File: config.mk
export PLATFORM = sky130hd
export DESIGN_NAME = snoop_wb_cache
export DESIGN_NICKNAME = d
export VERILOG_FILES = /design/src/rtl/scb_pkg.sv /design/src/rtl/scb_line_store.sv /design/src/rtl/scb_ctrl.sv /design/src/rtl/snoop_wb_cache.sv
export SDC_FILE = /design/constraint.sdc
export NUM_CORES = 2
export LEC_CHECK = 0
export BUFFER_PORTS_ARGS = -buffer_cell sky130_fd_sc_hd__buf_2
export CAP_MARGIN = 25
export CORE_MARGIN = 1
export CORE_UTILIZATION = 65
export CTS_CLUSTER_SIZE = 24
export DETAILED_ROUTE_END_ITERATION = 8
export HOLD_SLACK_MARGIN = 0.05
export PLACE_DENSITY = 0.83
export SYNTH_ARGS = -nofsm -noshare
export SYNTH_HDL_FRONTEND = slang
export SYNTH_HIERARCHICAL = 1
export SYNTH_SLANG_ARGS = --single-unit
File: constraint.sdc
create_clock -name clk -period 13.4 [get_ports clk]
set_input_delay 4.02 -clock clk [delete_from_list [all_inputs] [get_ports clk]]
set_output_delay 4.02 -clock clk [all_outputs]
set_load 0.02 [all_outputs]
File: src/rtl/scb_pkg.sv
package scb_pkg;
  typedef enum logic [2:0] {
    S_IDLE,
    S_LOOK,
    S_DRD,
    S_EVICT,
    S_FILL,
    S_FWAIT,
    S_WALK
  } scb_state_e;
endpackage

File: src/rtl/scb_line_store.sv
module scb_line_store #(
  parameter int DATA_W = 32,
  parameter int LINES  = 16,
  parameter int WORDS  = 4,
  parameter int TAG_W  = 6,
  localparam int IDX_W = $clog2(LINES),
  localparam int OFF_W = $clog2(WORDS)
) (
  input  logic                           clk,
  input  logic                           rst_n,
  input  logic [IDX_W-1:0]               idx,
  output logic                           rd_valid,
  output logic                           rd_dirty,
  output logic [TAG_W-1:0]               rd_tag,
  output logic [WORDS-1:0][DATA_W-1:0]   rd_line,
  input  logic                           wr_en,
  input  logic [OFF_W-1:0]               wr_off,
  input  logic [DATA_W-1:0]              wr_data,
  input  logic                           wr_dirty,
  input  logic                           fill_en,
  input  logic [TAG_W-1:0]               fill_tag,
  input  logic                           clr_en,
  input  logic                           clr_inv
);
  logic [LINES-1:0]                 valid_v;
  logic [LINES-1:0]                 dirty_v;
  logic [TAG_W-1:0]                 tag_a  [LINES];
  logic [WORDS-1:0][DATA_W-1:0]     line_a [LINES];

  for (genvar g = 0; g < LINES; g++) begin : g_line
    logic                           sel;
    logic                           valid_q;
    logic                           dirty_q;
    logic [TAG_W-1:0]               tag_q;
    logic [WORDS-1:0][DATA_W-1:0]   line_q;

    assign sel = (idx == IDX_W'(g));

    always_ff @(posedge clk) begin
      if (!rst_n) begin
        valid_q <= 1'b0;
        dirty_q <= 1'b0;
      end else if (sel) begin
        if (fill_en) begin
          valid_q <= 1'b1;
          dirty_q <= 1'b0;
        end else if (clr_en) begin
          dirty_q <= 1'b0;
          if (clr_inv) valid_q <= 1'b0;
        end else if (wr_en && wr_dirty) begin
          dirty_q <= 1'b1;
        end
      end
    end

    always_ff @(posedge clk) begin
      if (sel && fill_en) tag_q <= fill_tag;
      if (sel && wr_en)   line_q[wr_off] <= wr_data;
    end

    assign valid_v[g] = valid_q;
    assign dirty_v[g] = dirty_q;
    assign tag_a[g]   = tag_q;
    assign line_a[g]  = line_q;
  end

  assign rd_valid = valid_v[idx];
  assign rd_dirty = dirty_v[idx];
  assign rd_tag   = tag_a[idx];
  assign rd_line  = line_a[idx];
endmodule

File: src/rtl/scb_ctrl.sv
module scb_ctrl
  import scb_pkg::*;
#(
  parameter int DATA_W = 32,
  parameter int ADDR_W = 12,
  parameter int LINES  = 16,
  parameter int WORDS  = 4,
  localparam int OFF_W = $clog2(WORDS),
  localparam int IDX_W = $clog2(LINES),
  localparam int TAG_W = ADDR_W - IDX_W - OFF_W
) (
  input  logic                          clk,
  input  logic                          rst_n,
  input  logic                          cpu_req_valid,
  output logic                          cpu_req_ready,
  input  logic                          cpu_req_we,
  input  logic [ADDR_W-1:0]             cpu_req_addr,
  input  logic [DATA_W-1:0]             cpu_req_wdata,
  output logic                          cpu_rsp_valid,
  output logic [DATA_W-1:0]             cpu_rsp_rdata,
  input  logic                          dma_req_valid,
  output logic                          dma_req_ready,
  input  logic                          dma_req_we,
  input  logic [ADDR_W-1:0]             dma_req_addr,
  input  logic [DATA_W-1:0]             dma_req_wdata,
  output logic                          dma_rsp_valid,
  output logic [DATA_W-1:0]             dma_rsp_rdata,
  output logic                          sram_en,
  output logic                          sram_we,
  output logic [ADDR_W-1:0]             sram_addr,
  output logic [DATA_W-1:0]             sram_wdata,
  input  logic [DATA_W-1:0]             sram_rdata,
  input  logic                          cmd_req,
  input  logic                          cmd_inv,
  output logic                          cmd_done,
  output logic [IDX_W-1:0]              st_idx,
  input  logic                          st_valid,
  input  logic                          st_dirty,
  input  logic [TAG_W-1:0]              st_tag,
  input  logic [WORDS-1:0][DATA_W-1:0]  st_line,
  output logic                          st_wr_en,
  output logic [OFF_W-1:0]              st_wr_off,
  output logic [DATA_W-1:0]             st_wr_data,
  output logic                          st_wr_dirty,
  output logic                          st_fill_en,
  output logic [TAG_W-1:0]              st_fill_tag,
  output logic                          st_clr_en,
  output logic                          st_clr_inv
);
  localparam logic [OFF_W-1:0] LAST_OFF  = OFF_W'(WORDS - 1);
  localparam logic [IDX_W-1:0] LAST_LINE = IDX_W'(LINES - 1);

  scb_state_e         state;
  logic               r_dma, r_we, r_inv;
  logic [ADDR_W-1:0]  r_addr;
  logic [DATA_W-1:0]  r_wdata;
  logic [OFF_W-1:0]   cnt, cap_off, r_off;
  logic [IDX_W-1:0]   wl, r_idx;
  logic [TAG_W-1:0]   r_tag;
  logic               cap_v, hit, line_dirty;

  assign r_off      = r_addr[OFF_W-1:0];
  assign r_idx      = r_addr[OFF_W +: IDX_W];
  assign r_tag      = r_addr[ADDR_W-1 -: TAG_W];
  assign st_idx     = (state == S_WALK) ? wl : r_idx;
  assign hit        = st_valid && (st_tag == r_tag);
  assign line_dirty = st_valid && st_dirty;

  assign dma_req_ready = (state == S_IDLE);
  assign cpu_req_ready = (state == S_IDLE) && !dma_req_valid && !cmd_req;
  assign st_fill_tag   = r_tag;
  assign st_clr_inv    = r_inv;

  always_comb begin
    sram_en     = 1'b0;
    sram_we     = 1'b0;
    sram_addr   = r_addr;
    sram_wdata  = r_wdata;
    st_wr_en    = 1'b0;
    st_wr_off   = r_off;
    st_wr_data  = r_wdata;
    st_wr_dirty = 1'b0;
    st_fill_en  = 1'b0;
    st_clr_en   = 1'b0;
    unique case (state)
      S_LOOK: begin
        if (r_dma && r_we) begin
          sram_en  = 1'b1;
          sram_we  = 1'b1;
          st_wr_en = hit;
        end else if (r_dma) begin
          sram_en = !hit;
        end else begin
          st_wr_en    = hit && r_we;
          st_wr_dirty = 1'b1;
        end
      end
      S_EVICT: begin
        sram_en    = 1'b1;
        sram_we    = 1'b1;
        sram_addr  = {st_tag, r_idx, cnt};
        sram_wdata = st_line[cnt];
      end
      S_FILL, S_FWAIT: begin
        sram_en    = (state == S_FILL);
        sram_addr  = {r_tag, r_idx, cnt};
        st_wr_en   = cap_v;
        st_wr_off  = cap_off;
        st_wr_data = sram_rdata;
        st_fill_en = (state == S_FWAIT);
      end
      S_WALK: begin
        sram_en    = line_dirty;
        sram_we    = line_dirty;
        sram_addr  = {st_tag, wl, cnt};
        sram_wdata = st_line[cnt];
        st_clr_en  = !line_dirty || (cnt == LAST_OFF);
      end
      default: ;
    endcase
  end

  always_ff @(posedge clk) begin
    if (!rst_n) begin
      state         <= S_IDLE;
      r_dma         <= 1'b0;
      r_we          <= 1'b0;
      r_inv         <= 1'b0;
      r_addr        <= '0;
      r_wdata       <= '0;
      cnt           <= '0;
      wl            <= '0;
      cap_v         <= 1'b0;
      cap_off       <= '0;
      cpu_rsp_valid <= 1'b0;
      cpu_rsp_rdata <= '0;
      dma_rsp_valid <= 1'b0;
      dma_rsp_rdata <= '0;
      cmd_done      <= 1'b0;
    end else begin
      cpu_rsp_valid <= 1'b0;
      dma_rsp_valid <= 1'b0;
      cmd_done      <= 1'b0;
      cap_v         <= (state == S_FILL);
      cap_off       <= cnt;
      unique case (state)
        S_IDLE: begin
          cnt <= '0;
          wl  <= '0;
          if (dma_req_valid) begin
            r_dma   <= 1'b1;
            r_we    <= dma_req_we;
            r_addr  <= dma_req_addr;
            r_wdata <= dma_req_wdata;
            state   <= S_LOOK;
          end else if (cmd_req) begin
            r_inv <= cmd_inv;
            state <= S_WALK;
          end else if (cpu_req_valid) begin
            r_dma   <= 1'b0;
            r_we    <= cpu_req_we;
            r_addr  <= cpu_req_addr;
            r_wdata <= cpu_req_wdata;
            state   <= S_LOOK;
          end
        end
        S_LOOK: begin
          if (r_dma) begin
            if (r_we || hit) begin
              dma_rsp_valid <= 1'b1;
              dma_rsp_rdata <= r_we ? r_wdata : st_line[r_off];
              state         <= S_IDLE;
            end else begin
              state <= S_DRD;
            end
          end else if (hit) begin
            cpu_rsp_valid <= 1'b1;
            cpu_rsp_rdata <= r_we ? r_wdata : st_line[r_off];
            state         <= S_IDLE;
          end else begin
            cnt   <= '0;
            state <= line_dirty ? S_EVICT : S_FILL;
          end
        end
        S_DRD: begin
          dma_rsp_valid <= 1'b1;
          dma_rsp_rdata <= sram_rdata;
          state         <= S_IDLE;
        end
        S_EVICT: begin
          cnt <= cnt + 1'b1;
          if (cnt == LAST_OFF) state <= S_FILL;
        end
        S_FILL: begin
          cnt <= cnt + 1'b1;
          if (cnt == LAST_OFF) state <= S_FWAIT;
        end
        S_FWAIT: state <= S_LOOK;
        S_WALK: begin
          if (line_dirty) cnt <= cnt + 1'b1;
          if (st_clr_en) begin
            wl <= wl + 1'b1;
            if (wl == LAST_LINE) begin
              cmd_done <= 1'b1;
              state    <= S_IDLE;
            end
          end
        end
        default: state <= S_IDLE;
      endcase
    end
  end
endmodule

File: src/rtl/snoop_wb_cache.sv
module snoop_wb_cache #(
  parameter int DATA_W = 32,
  parameter int ADDR_W = 12,
  parameter int LINES  = 16,
  parameter int WORDS  = 4
) (
  input  logic              clk,
  input  logic              rst_n,
  input  logic              cpu_req_valid,
  output logic              cpu_req_ready,
  input  logic              cpu_req_we,
  input  logic [ADDR_W-1:0] cpu_req_addr,
  input  logic [DATA_W-1:0] cpu_req_wdata,
  output logic              cpu_rsp_valid,
  output logic [DATA_W-1:0] cpu_rsp_rdata,
  input  logic              dma_req_valid,
  output logic              dma_req_ready,
  input  logic              dma_req_we,
  input  logic [ADDR_W-1:0] dma_req_addr,
  input  logic [DATA_W-1:0] dma_req_wdata,
  output logic              dma_rsp_valid,
  output logic [DATA_W-1:0] dma_rsp_rdata,
  output logic              sram_en,
  output logic              sram_we,
  output logic [ADDR_W-1:0] sram_addr,
  output logic [DATA_W-1:0] sram_wdata,
  input  logic [DATA_W-1:0] sram_rdata,
  input  logic              cmd_req,
  input  logic              cmd_inv,
  output logic              cmd_done
);
  localparam int OFF_W = $clog2(WORDS);
  localparam int IDX_W = $clog2(LINES);
  localparam int TAG_W = ADDR_W - IDX_W - OFF_W;

  logic [IDX_W-1:0]              st_idx;
  logic                          st_valid, st_dirty;
  logic [TAG_W-1:0]              st_tag, st_fill_tag;
  logic [WORDS-1:0][DATA_W-1:0]  st_line;
  logic                          st_wr_en, st_wr_dirty, st_fill_en;
  logic                          st_clr_en, st_clr_inv;
  logic [OFF_W-1:0]              st_wr_off;
  logic [DATA_W-1:0]             st_wr_data;

  scb_ctrl #(
    .DATA_W(DATA_W), .ADDR_W(ADDR_W), .LINES(LINES), .WORDS(WORDS)
  ) u_ctrl (
    .clk, .rst_n,
    .cpu_req_valid, .cpu_req_ready, .cpu_req_we, .cpu_req_addr, .cpu_req_wdata,
    .cpu_rsp_valid, .cpu_rsp_rdata,
    .dma_req_valid, .dma_req_ready, .dma_req_we, .dma_req_addr, .dma_req_wdata,
    .dma_rsp_valid, .dma_rsp_rdata,
    .sram_en, .sram_we, .sram_addr, .sram_wdata, .sram_rdata,
    .cmd_req, .cmd_inv, .cmd_done,
    .st_idx, .st_valid, .st_dirty, .st_tag, .st_line,
    .st_wr_en, .st_wr_off, .st_wr_data, .st_wr_dirty,
    .st_fill_en, .st_fill_tag, .st_clr_en, .st_clr_inv
  );

  scb_line_store #(
    .DATA_W(DATA_W), .LINES(LINES), .WORDS(WORDS), .TAG_W(TAG_W)
  ) u_store (
    .clk, .rst_n,
    .idx      (st_idx),
    .rd_valid (st_valid),
    .rd_dirty (st_dirty),
    .rd_tag   (st_tag),
    .rd_line  (st_line),
    .wr_en    (st_wr_en),
    .wr_off   (st_wr_off),
    .wr_data  (st_wr_data),
    .wr_dirty (st_wr_dirty),
    .fill_en  (st_fill_en),
    .fill_tag (st_fill_tag),
    .clr_en   (st_clr_en),
    .clr_inv  (st_clr_inv)
  );
endmodule

### Yosys cells after proc, flatten, opt, wreduce, memory -nomap -nowiden

Index checks and enable logic that the tools add are counted.
W data, S select, Z words.

| word-level totals | value |
|---|---|
| bits in registers | 2302 |
| memories | 0 |
| memory bits (read-only) | 0 |
| output and inout bits | 115 |
| memory bits (writable) | 0 |
| input bits | 128 |
| bits in latches | 0 |
| word-level logic and storage cells | 369 |

| cells by class | value |
|---|---|
| div/mod/pow operators | 0 |
| shift-type cells | 0 |
| multiplexer cells | 95 |
| add/sub/neg operators | 2 |
| equality and inequality tests | 35 |
| reduce and logical (&&, ||, !) cells | 99 |
| magnitude comparators | 6 |
| bitwise operators | 5 |
| $mul | 0 |

Operators by type and width:

| operator | number |
|---|---|
| $bwmux W128 | 16 |
| $bmux W128 S4 | 1 |
| $mux W32 | 11 |
| $mux W128 | 2 |
| $bmux W32 S2 | 2 |
| $demux W32 S2 | 1 |
| $pmux W32 S2 | 1 |
| $reduce_and A3 Y1 | 21 |
| $logic_and A1 B1 Y1 | 40 |
| $eq A4 B4 Y1 const B | 9 |
| $mux W12 | 3 |
| $pmux W12 S3 | 1 |
| $reduce_and A2 Y1 | 17 |
| $mux W3 | 10 |
| $mux W1 | 28 |
| $bmux W6 S4 | 1 |
| $pmux W3 S6 | 1 |
| $eq A4 B3 Y1 const B | 4 |
| $mux W6 | 2 |
| $ne A2 B2 Y1 const B | 6 |
| $mux W2 | 5 |
| $reduce_bool A2 Y1 | 5 |
| $eq A3 B3 Y1 const B | 3 |
| $lt A2 B3 Y1 const B | 3 |
| 32 further kinds | 49 |

### Logic depth before layout (Yosys ltp)

| logic depth | value |
|---|---|
| depth in word-level cells | 16 |
| mapped depth | 20 |
| mapped depth without buffers | 13 |

### Hierarchy

Netlist, hierarchy kept.

Modules (own cells, without submodules):

| module | cells an instance | sequential area each (um^2) | area each (um^2) | times used |
|---|---|---|---|---|
| scb_line_store | 3531 | 65022.4 | 81931.1 | 1 |
| scb_ctrl | 830 | 2522.4 | 8553.2 | 1 |

### Worst setup path before layout

Ideal clock, no wire load.

| timing | value |
|---|---|
| path kind | input port to output port |
| start | in dma_req_valid |
| end | out cpu_req_ready |
| arrival time | 5167 ps |
| slack | 4213 ps |
| stages on the path | 4 |
| data required time | 9380 ps |
| path buffers | 3 |
| cell sequence | clkbuf_1 -> buf_2 -> buf_1 -> nor3_1 |

| on the way | value |
|---|---|
| cells in the longest elaborated chain, start to end | 3 |

Ends and longest elaborated chain:

| element | RTL line | RTL |
|---|---|---|
| from (decl) | snoop_wb_cache.sv:16 | `input logic dma_req_valid,` |
| $logic_not A1 Y1 | scb_ctrl.sv:70 | `assign cpu_req_ready = (state == S_IDLE) && !dma_req_valid && !cmd_req;` |
| $logic_and A1 B1 Y1 (2 in series) | scb_ctrl.sv:70 |  |
| to (decl) | snoop_wb_cache.sv:10 | `output logic cpu_req_ready,` |

No other way between the ends.

==> metrics.txt <==
outcome finished, final reports clean; share of post-route cells with drive strength above 1 0.312; Clock power frac 0.288; Slew Limit Fails 0; number of routed nets with antenna violations 0; switching share of power 0.327; initial antenna violation count 17; Synth Net Count between 4,000 and 5,000; total track usage 0.418; Mean Syn Cell Area 20.7 sq um; CP Launch Type register; Hold Vio Cnt, Final 0; Leak 0.0326 uW; setup bufs post-CTS 0; Worst-Margin Slew roughly 1.2 ns; 1st-iter DRT viols just over 10,000; Post-synth EDFFs 2,144; H-tree depth 4; fraction of registers with async set/reset 0; synth unique cells 58; Yosys top cell area share 0.712; Syn Inst Count approximately 4,400; FMAX 89.9 MHz; final setup skew 0.0452 ns; dpl hpwl approximately 140,000 um; cells on worst reg2reg path 16; Global Route met3 Usage 0.171; GPL Wtd Cong 0.843; area of the multi-input gates roughly 22,000 sq um; largest net degree at the start of global routing roughly 140; Core Rows 136; CP endpoint kind primary output; GR Layer Usage met1 0.496; crit path max fanout between 100 and 150; Worst EP required ~9.4 ns; combinational fraction of design power 0.289; mapped cell area 90,500 sq um; Congestion Overflow GR 0; CTS hold repair buffers 0; register area share after synthesis 0.746; register share of total power 0.423; Via Count between 50,000 and 60,000; TritonCTS buffer count about 210; area grow syn2layout 12.3%; Worst setup startpoint u_ctrl/state[1]$_SDFFE_PN0P_; cell-internal power 14,300 uW; gr busiest metal met2; Arr. time, crit path ~7 ns; final setup TNS 0 ns; Most used DFF post-synth edfxtp_1; CTS tree built; RR Startpoint u_ctrl/state[1]$_SDFFE_PN0P_; Slew HR 0.201; Core Region 138,000 sq um; drt wl/cell ~44 um; # placed instances 6,216; Die Ht around 380 um; type of the tightest min-delay check reg2reg; synth warn 6; Sequential Area 67,600 sq um; Pre-antenna DRT Iters 9; VDD IR-drop max between 0.00015 and 0.0002 V; clk buf depth 3; worst reg2reg setup slack about 4.2 ns; # setup viols final 0; unrepaired setup endpoints after global routing false; # fillers 6,808; I/O Buffers about 240; clk root buf clkbuf_16; Crit Reg-Reg Endpoint u_store/g_line[2].line_q[70]$_DFFE_PP_; Total Routed Length between 200,000 and 300,000 um; Yosys top cell by area edfxtp_1; worst setup path end sram_wdata[31]; NumNets Final approximately 4,800; clock net sink count 2,302; die area 141,000 sq um; first-pass GRT wire length 400,000 um; Die X-Extent between 300 and 400 um; CTS resizes 0; met2 usage 0.626; NetSw slightly below 7000 uW; Tmin final 11.13 ns; most frequent cell after synthesis edfxtp_1; Pwr Density between 200 and 250 nW/um^2; Non-Filler Instances about 6,700; initial core utilization 0.656; # IOs ~240; top cells by area, synth edfxtp_1 (71%), mux4_2 (15%), dfxtp_1 (3.5%), a22oi_1 (2.3%), mux2i_1 (1.2%); Worst-path clk slew ~0.06 ns; critical path class reg2out; max-cap check violation count 0; vias in the first global route 52,100; DRC viols 0; #FFs+latches synth 2,302; top cells by count, synth edfxtp_1 (2,144), mux4_2 (608), a22oi_1 (272); Clock Latency Late Sink 0.88 ns; Via density a little under 8; Final Cycle Share 0.830
-- through the flow --
stage                     total power [uW]  hold slack [ns]   util  setup WS (ns)  cell area (sq um)
after floorplan                      12700            0.469      -           4.21              90500
after global placement               14300            0.443  0.682           3.46              94000
after detailed placement             14600            0.451  0.682           3.33              94100
after CTS                            20800            0.460  0.732           2.25             101000
after global routing                 21600            0.474  0.737           2.01             102000
final                                21300            0.458  0.737           2.27             102000
-- layer usage --
layer,vias up,part of all wire
met3,1625,0.18
met4,14,0.086
li1,18800,-
met1,26000,0.29
met5,-,0.0010
met2,6294,0.45
-- cells in the final DEF, fill, tap and decap left out, drive strengths merged, types with 3 or more instances in the layout --
cell type	instances
mux2i	109
and3	3
mux2	84
nand4	5
nand3b	3
nand2b	9
edfxtp	2144
nand2	230
xnor2	6
diode	19
o211ai	33
and2	4
o21ai	13
buf	386
a21oi	7
nand3	6
a22oi	272
inv	14
clkinvlp	8
a211oi	79
o221a	16
bufinv	21
clkinv	100
o21a	32
and3b	3
nor2	175
clkbuf	255
or3	3
nor2b	7
nor3	16
mux4	608
dfxtp	158
nor4	8
-- sequential cells by signal (all words and copies together) (netlist names), 4 cells and up --
signal                  flops
u_store/g_line.tag_q       96
u_ctrl/cpu_rsp_rdata       32
u_store/g_line.valid_q     16
u_ctrl/wl                   4
u_ctrl/r_addr              12
u_ctrl/r_wdata             32
u_store/g_line.line_q    2048
u_ctrl/dma_rsp_rdata       32
u_store/g_line.dirty_q     16
-- area by class of cell --
class | instances | share of cell area
inverters | 8 | 0.000320
diodes | 19 | 0.000468
repair buffers | 386 | 0.0273
multi-input cells | 1755 | 0.217
clock inverters | 135 | 0.0134
well taps | 1794 | 0.0221
clock buffers | 255 | 0.0544
flip-flops and latches | 2302 | 0.665
-- cell families (layout without fill, tap and decap cells) --
kind of cell               Yosys count  in the layout  synth area share
DFF                               2302           2302             0.746
muxes                              801            801             0.174
adders and majority gates            2              2          0.000277
other                                0             19                 0
xor gates and xnor gates             8              8          0.000774
AOI/OAI and AO/OA                  464            464            0.0403
and+or+nand+nor                    480            480            0.0222
buffers and inverters              304            784            0.0161
-- power groups by stage --
stage | Sequential, uW | Clock [uW] | Combinational [uW]
floorplan | 9030 | 0 | 3680
global placement | 9150 | 0 | 5190
detailed placement | 9160 | 0 | 5430
CTS | 9020 | 6100 | 5690
global route | 8990 | 6350 | 6210
finish | 8990 | 6120 | 6130
-- how the worst min path moves through the flow --
stage	startpoint	endpoint	slack [ns]	cells after the start
floorplan	u_ctrl/wl[1]$_SDFFE_PN0P_	u_ctrl/wl[1]$_SDFFE_PN0P_	0.47	2
global placement	u_ctrl/dma_rsp_rdata[8]$_SDFFE_PN0P_	u_ctrl/dma_rsp_rdata[8]$_SDFFE_PN0P_	0.44	2
detailed placement	u_ctrl/dma_rsp_rdata[27]$_SDFFE_PN0P_	u_ctrl/dma_rsp_rdata[27]$_SDFFE_PN0P_	0.45	2
CTS	u_ctrl/dma_rsp_rdata[27]$_SDFFE_PN0P_	u_ctrl/dma_rsp_rdata[27]$_SDFFE_PN0P_	0.46	2
global route	u_ctrl/dma_rsp_rdata[7]$_SDFFE_PN0P_	u_ctrl/dma_rsp_rdata[7]$_SDFFE_PN0P_	0.47	2
finish	u_ctrl/dma_rsp_rdata[9]$_SDFFE_PN0P_	u_ctrl/dma_rsp_rdata[9]$_SDFFE_PN0P_	0.46	2
-- critical path: stages (launching register included) --
cell,delay (ns)
dfxtp_1,0.72
nand3b_1,0.61
mux2_8,0.83
buf_12,0.64
buf_4,0.74
mux4_2,0.53
a22oi_1,0.36
nand2_1,0.32
mux4_2,0.58
mux2_2,0.29
buf_2,0.16
Power figures use the tool's default switching activity.
